**src/rtl/wrap_pkg.sv**
```systemverilog
`timescale 1ns/1ps
package wrap_pkg;
  localparam int IR_W = 3;

  typedef enum logic [IR_W-1:0] {
    I_BYPASS  = 3'd0,
    I_EXTEST  = 3'd1,
    I_INTEST  = 3'd2,
    I_PRELOAD = 3'd3,
    I_CLAMP   = 3'd4,
    I_SAFE    = 3'd5
  } instr_e;

  function automatic logic uses_bsr(logic [IR_W-1:0] code);
    return (code == I_EXTEST) || (code == I_INTEST) || (code == I_PRELOAD);
  endfunction
endpackage

```
**src/rtl/wrap_ir.sv**
```systemverilog
`timescale 1ns/1ps
module wrap_ir
  import wrap_pkg::*;
(
  input  logic            clk_i,
  input  logic            rst_ni,
  input  logic            sel_i,
  input  logic            capture_i,
  input  logic            shift_i,
  input  logic            update_i,
  input  logic            si_i,
  output logic            so_o,
  output logic [IR_W-1:0] instr_o
);
  logic [IR_W-1:0] sr_q;

  always_ff @(posedge clk_i or negedge rst_ni) begin
    if (!rst_ni) begin
      sr_q    <= '0;
      instr_o <= I_BYPASS;
    end else if (sel_i) begin
      if (capture_i)    sr_q <= IR_W'(1);
      else if (shift_i) sr_q <= {si_i, sr_q[IR_W-1:1]};
      if (update_i)     instr_o <= sr_q;
    end
  end

  assign so_o = sr_q[0];
endmodule

```
**src/rtl/wrap_bypass.sv**
```systemverilog
`timescale 1ns/1ps
module wrap_bypass (
  input  logic clk_i,
  input  logic rst_ni,
  input  logic en_i,
  input  logic capture_i,
  input  logic shift_i,
  input  logic si_i,
  output logic so_o
);
  always_ff @(posedge clk_i or negedge rst_ni) begin
    if (!rst_ni)                   so_o <= 1'b0;
    else if (en_i && capture_i)    so_o <= 1'b0;
    else if (en_i && shift_i)      so_o <= si_i;
  end
endmodule

```
**src/rtl/wrap_cell.sv**
```systemverilog
`timescale 1ns/1ps
module wrap_cell (
  input  logic clk_i,
  input  logic rst_ni,
  input  logic cap_en_i,
  input  logic shift_en_i,
  input  logic upd_en_i,
  input  logic cfi_i,
  input  logic si_i,
  output logic sr_o,
  output logic up_o
);
  always_ff @(posedge clk_i or negedge rst_ni) begin
    if (!rst_ni) begin
      sr_o <= 1'b0;
      up_o <= 1'b0;
    end else begin
      if (cap_en_i)        sr_o <= cfi_i;
      else if (shift_en_i) sr_o <= si_i;
      if (upd_en_i)        up_o <= sr_o;
    end
  end
endmodule

```
**src/rtl/core_wrap_serial.sv**
```systemverilog
`timescale 1ns/1ps
module core_wrap_serial
  import wrap_pkg::*;
#(
  parameter int                 NUM_IN   = 4,
  parameter int                 NUM_OUT  = 4,
  parameter logic [NUM_IN-1:0]  SAFE_IN  = '0,
  parameter logic [NUM_OUT-1:0] SAFE_OUT = '0
) (
  input  logic               wrck_i,
  input  logic               rst_ni,
  input  logic               sel_ir_i,
  input  logic               capture_i,
  input  logic               shift_i,
  input  logic               update_i,
  input  logic               wsi_i,
  output logic               wso_o,
  input  logic [NUM_IN-1:0]  func_in_i,
  output logic [NUM_IN-1:0]  core_in_o,
  input  logic [NUM_OUT-1:0] core_out_i,
  output logic [NUM_OUT-1:0] func_out_o
);
  localparam int TOT = NUM_IN + NUM_OUT;

  logic [IR_W-1:0] instr_q;
  logic            ir_so, byp_so, bsr_sel, dr_bsr;
  logic [TOT-1:0]  cfi, sr, up, si;

  assign bsr_sel = uses_bsr(instr_q);
  assign dr_bsr  = !sel_ir_i && bsr_sel;
  assign cfi     = {core_out_i, func_in_i};

  wrap_ir u_ir (
    .clk_i(wrck_i), .rst_ni(rst_ni), .sel_i(sel_ir_i),
    .capture_i(capture_i), .shift_i(shift_i), .update_i(update_i),
    .si_i(wsi_i), .so_o(ir_so), .instr_o(instr_q)
  );

  wrap_bypass u_byp (
    .clk_i(wrck_i), .rst_ni(rst_ni), .en_i(!sel_ir_i && !bsr_sel),
    .capture_i(capture_i), .shift_i(shift_i), .si_i(wsi_i), .so_o(byp_so)
  );

  // chain runs from wsi_i at the top bit down to bit 0
  for (genvar k = 0; k < TOT; k++) begin : g_cell
    if (k == TOT - 1) begin : g_head
      assign si[k] = wsi_i;
    end else begin : g_link
      assign si[k] = sr[k+1];
    end
    wrap_cell u_cell (
      .clk_i(wrck_i), .rst_ni(rst_ni),
      .cap_en_i(dr_bsr && capture_i),
      .shift_en_i(dr_bsr && shift_i),
      .upd_en_i(dr_bsr && update_i),
      .cfi_i(cfi[k]), .si_i(si[k]), .sr_o(sr[k]), .up_o(up[k])
    );
  end

  always_comb begin
    core_in_o  = func_in_i;
    func_out_o = core_out_i;
    case (instr_q)
      I_EXTEST: func_out_o = up[TOT-1:NUM_IN];
      I_INTEST: core_in_o  = up[NUM_IN-1:0];
      I_CLAMP:  func_out_o = up[TOT-1:NUM_IN];
      I_SAFE: begin
        core_in_o  = SAFE_IN;
        func_out_o = SAFE_OUT;
      end
      default: ;
    endcase
  end

  always_ff @(negedge wrck_i or negedge rst_ni) begin
    if (!rst_ni)       wso_o <= 1'b0;
    else if (sel_ir_i) wso_o <= ir_so;
    else if (bsr_sel)  wso_o <= sr[0];
    else               wso_o <= byp_so;
  end
endmodule

```
**config.mk**
```make
export PLATFORM = sky130hd
export DESIGN_NAME = core_wrap_serial
export DESIGN_NICKNAME = d
export VERILOG_FILES = /design/src/rtl/wrap_pkg.sv /design/src/rtl/wrap_ir.sv /design/src/rtl/wrap_bypass.sv /design/src/rtl/wrap_cell.sv /design/src/rtl/core_wrap_serial.sv
export SDC_FILE = /design/constraint.sdc
export NUM_CORES = 1
export LEC_CHECK = 0
export ABC_CLOCK_PERIOD_IN_PS = 2300
export BUFFER_PORTS_ARGS = -buffer_cell sky130_fd_sc_hd__buf_4
export CAP_MARGIN = 15
export CORE_ASPECT_RATIO = 0.75
export CORE_MARGIN = 5
export CORE_UTILIZATION = 53
export DETAILED_ROUTE_END_ITERATION = 6
export PLACE_DENSITY = 0.77
export SLEW_MARGIN = 20
export SYNTH_ARGS = -nofsm -noshare
export SYNTH_HDL_FRONTEND = slang
export SYNTH_HIERARCHICAL = 1
export SYNTH_SLANG_ARGS = --single-unit
```
**constraint.sdc**
```tcl
create_clock -name wrck_i -period 2.3 [get_ports wrck_i]
set_clock_uncertainty 0.15 [all_clocks]
set_input_delay 0.345 -clock wrck_i [delete_from_list [all_inputs] [get_ports wrck_i]]
set_output_delay 0.345 -clock wrck_i [all_outputs]
set_load 0.1 [all_outputs]
```
==> flow_summary.toml <==
[status]
status = "finished with violations"
violations = "setup timing"

[power_and_ir_drop]
ir_worst_vdd_v = 0.000524
cellLeakagePower_nw = 0.724
power.density_mw_per_mm2 = 1240

[place]
hpwl_um = 2190
gp_congestion = 0.817
post-place-cells = 164
port_buffers = 23
placed_cell_area_mm2 = 0.00151

[worst_setup_path]
crit_type = "flop to flop"
timing.rr.start = "u_ir/instr_o[0]$_DFFE_PN0P_"
r2r_slack_ns = -0.32
cp.required_ns = 1.16
rr_worst_depth = 3
cp_slowest_cell = "dfrtp_2"
crit_chain = "o21bai_4, mux2_4, mux2_2"
crit_start = "u_ir/instr_o[0]$_DFFE_PN0P_"
crit_arrival_ns = 1.48
cp_slowest_stage_delay_ns = 0.44
r2r-end = "wso_o$_DFF_NN0_"
start_kind = "flop"
worst_setup_path_end_kind = "flop"
crit_path_max_fanout = 2

[finish]
fin_util_pct = 72.2
nNetsFinal = 160
area_delta_synth_final_pct = 34.0
drive_above_1_share_pct = 43.1
insertedDiodeCount = 0
layout.cells.non_filler = 169
postLayoutCellArea_mm2 = 0.00161

[clock_tree]
cts_buffers = 3
cts_tree = "built"
path_clk_slew_ns = 0.14
clk_latency_ns = 0.32
cts_sinks = 24
ctsHtreeMaxLevel = 1
cts_root_buf = "clkbuf_4"
clockBufferDepth = 2

[synthesis]
yosys-top-cells-area = "dfrtp_1 (48%), mux2_4 (10%), mux2i_1 (6.7%)"
syn_area_mm2 = 0.00120
syn-num-nets = 120
synth.distinct_cells = 29
yosysWarnings = 6
synth_area_leader_cell = "dfrtp_1"
synthDominantCellAreaShare_pct = 47.9
synth_seq_area_share_pct = 49.9
syn-instance-count = 105
syn_avg_cell_area_um2 = 11.5
ys_seq_elements = 24

[worst_hold_path]
hp-class = "primary input to flop"
worstHoldPathCells = 3
hold_start = "core_out_i[2]"
min_to = "g_cell[6].u_cell/sr_o$_DFFE_PN0P_"

[die]
die-width_um = 65
ios = 24
row_count = 15
initial_core_util_pct = 53.8
die-area_mm2 = 0.00333
core-area_mm2 = 0.00223
die_height_um = 51.3

[grt]
grt_use_met1_pct = 23.9
grt_pass1_wl_um = 5020
grt_pass1_vias = 1030
overflow = 0
use_met3_pct = 5.05
use_met2_pct = 36.2
antenna_found_initial = 0
busiest_layer = "met2"
grt_max_degree = 24
grtUsageTotal_pct = 20.0

[route]
wire_per_inst_um = 17.7
num_vias = 999
wl_um = 3000
dr.pass1.iters = 4
dr.first_iter.drc_count = 51
drcViolationCount = 0
antenna_left = 0
viasPerCell = 5.91

[sta]
setup_viol = 2
holdWs_ns = 0.0915
rsz0062_at_grt = "yes"
maxSlewViolCount = 0
slew_headroom_pct = 63.7
finalHoldViolCount = 0
worstMarginPinSlew_ns = 0.544
fin_ws_ns = -0.320

[run]
max-cap-violations = 0
-- critical path, delay by kind of cell, from the launching register on --
kind | cells | cell delay [ns]
compound gates | 1 | 0.17
flops | 1 | 0.44
mux | 2 | 0.56
-- layout make-up --
type | instances | area, µm²
Clock buffer | 4 | 26.3
Fill cell | 158 | 622
Inverter | 2 | 7.51
Multi-Input combinational cell | 79 | 642
Sequential cell | 24 | 603
Tap cell | 25 | 31.3
Timing Repair Buffer | 35 | 302
-- cell usage after synthesis (all sizes together) --
| library cell | instances |
|---|---|
| a21oi | 4 |
| o311ai | 1 |
| nand2b | 1 |
| o21bai | 1 |
| o21ai | 9 |
| nand2 | 10 |
| nor2b | 2 |
| o221ai | 1 |
| nor2 | 8 |
| nor3 | 2 |
| or3b | 2 |
| inv | 2 |
| a22o | 4 |
| dfrtn | 1 |
| o22ai | 4 |
| nor4bb | 1 |
| xnor2 | 1 |
| dfrtp | 23 |
| a32o | 1 |
| mux2i | 8 |
| or2 | 1 |
| nand3 | 1 |
| nand4b | 1 |
| mux2 | 13 |
| and2 | 3 |
-- power by group --
group | total (mW) | switching [mW] | leakage (nW) | internal, mW
registers | 0.717 | 0.130 | 0.295 | 0.586
logic | 1.08 | 0.654 | 0.414 | 0.430
clock network | 0.193 | 0.125 | 0.0150 | 0.0679
total | 1.99 | 0.909 | 0.724 | 1.08
-- what timing repair did --
item,4_1_cts,5_1_grt
hold buffers,1,0
endpoints found under the setup margin,7,5
buffers inserted,0,1
pin swaps,1,4
resized for setup,8,7
hold endpoints to repair,23,0
-- per-stage QoR --
step / total power, mW / setup slack, ns / TNS [ns]
after floorplan: 1.45 / -0.297 / -0.590
after global placement: 1.71 / -0.269 / -0.272
after detailed placement: 1.74 / -0.303 / -0.303
after CTS: 1.97 / -0.327 / -0.616
after global routing: 2.09 / -0.355 / -0.659
final: 1.99 / -0.320 / -0.593
-- cell families (layout without fill, tap and decap cells) --
| family | Yosys count | after routing | synth area share (%) |
|---|---|---|---|
| compound gates | 25 | 25 | 13.6 |
| xor+xnor | 1 | 1 | 0.729 |
| buf+inv | 2 | 41 | 0.625 |
| flops | 24 | 24 | 49.9 |
| mux | 21 | 21 | 21.3 |
| simple gates | 32 | 32 | 13.7 |
-- registers in the layout, indices dropped and copies added (netlist names) --
register            cells
g_cell.u_cell/up_o      8
u_ir/sr_q               3
u_ir/instr_o            3
wso_o                   1
g_cell.u_cell/sr_o      8
u_byp/so_o              1
-- cells in the final DEF (no fill, tap or decap), drive strengths merged, types with 8 or more instances in the layout --
cell / instances
mux2i: 8
o21ai: 9
mux2: 13
nor2: 8
nand2: 10
buf: 34
dfrtp: 23
-- layer usage --
| metal | wire, µm | vias to the layer above |
|---|---|---|
| met4 | 28 | 0 |
| met3 | 141 | 4 |
| li1 | - | 468 |
| met5 | 0 | - |
| met1 | 1320 | 506 |
| met2 | 1500 | 21 |
-- worst max-delay path by stage --
stage / endpoint / slack [ns] / cells after the start
floorplan: wso_o$_DFF_NN0_ / -0.30 / 3
global placement: wso_o$_DFF_NN0_ / -0.27 / 3
detailed placement: wso_o$_DFF_NN0_ / -0.30 / 3
CTS: wso_o$_DFF_NN0_ / -0.33 / 3
global route: wso_o$_DFF_NN0_ / -0.36 / 3
finish: wso_o$_DFF_NN0_ / -0.32 / 3
(Power assumes the default switching activity.)
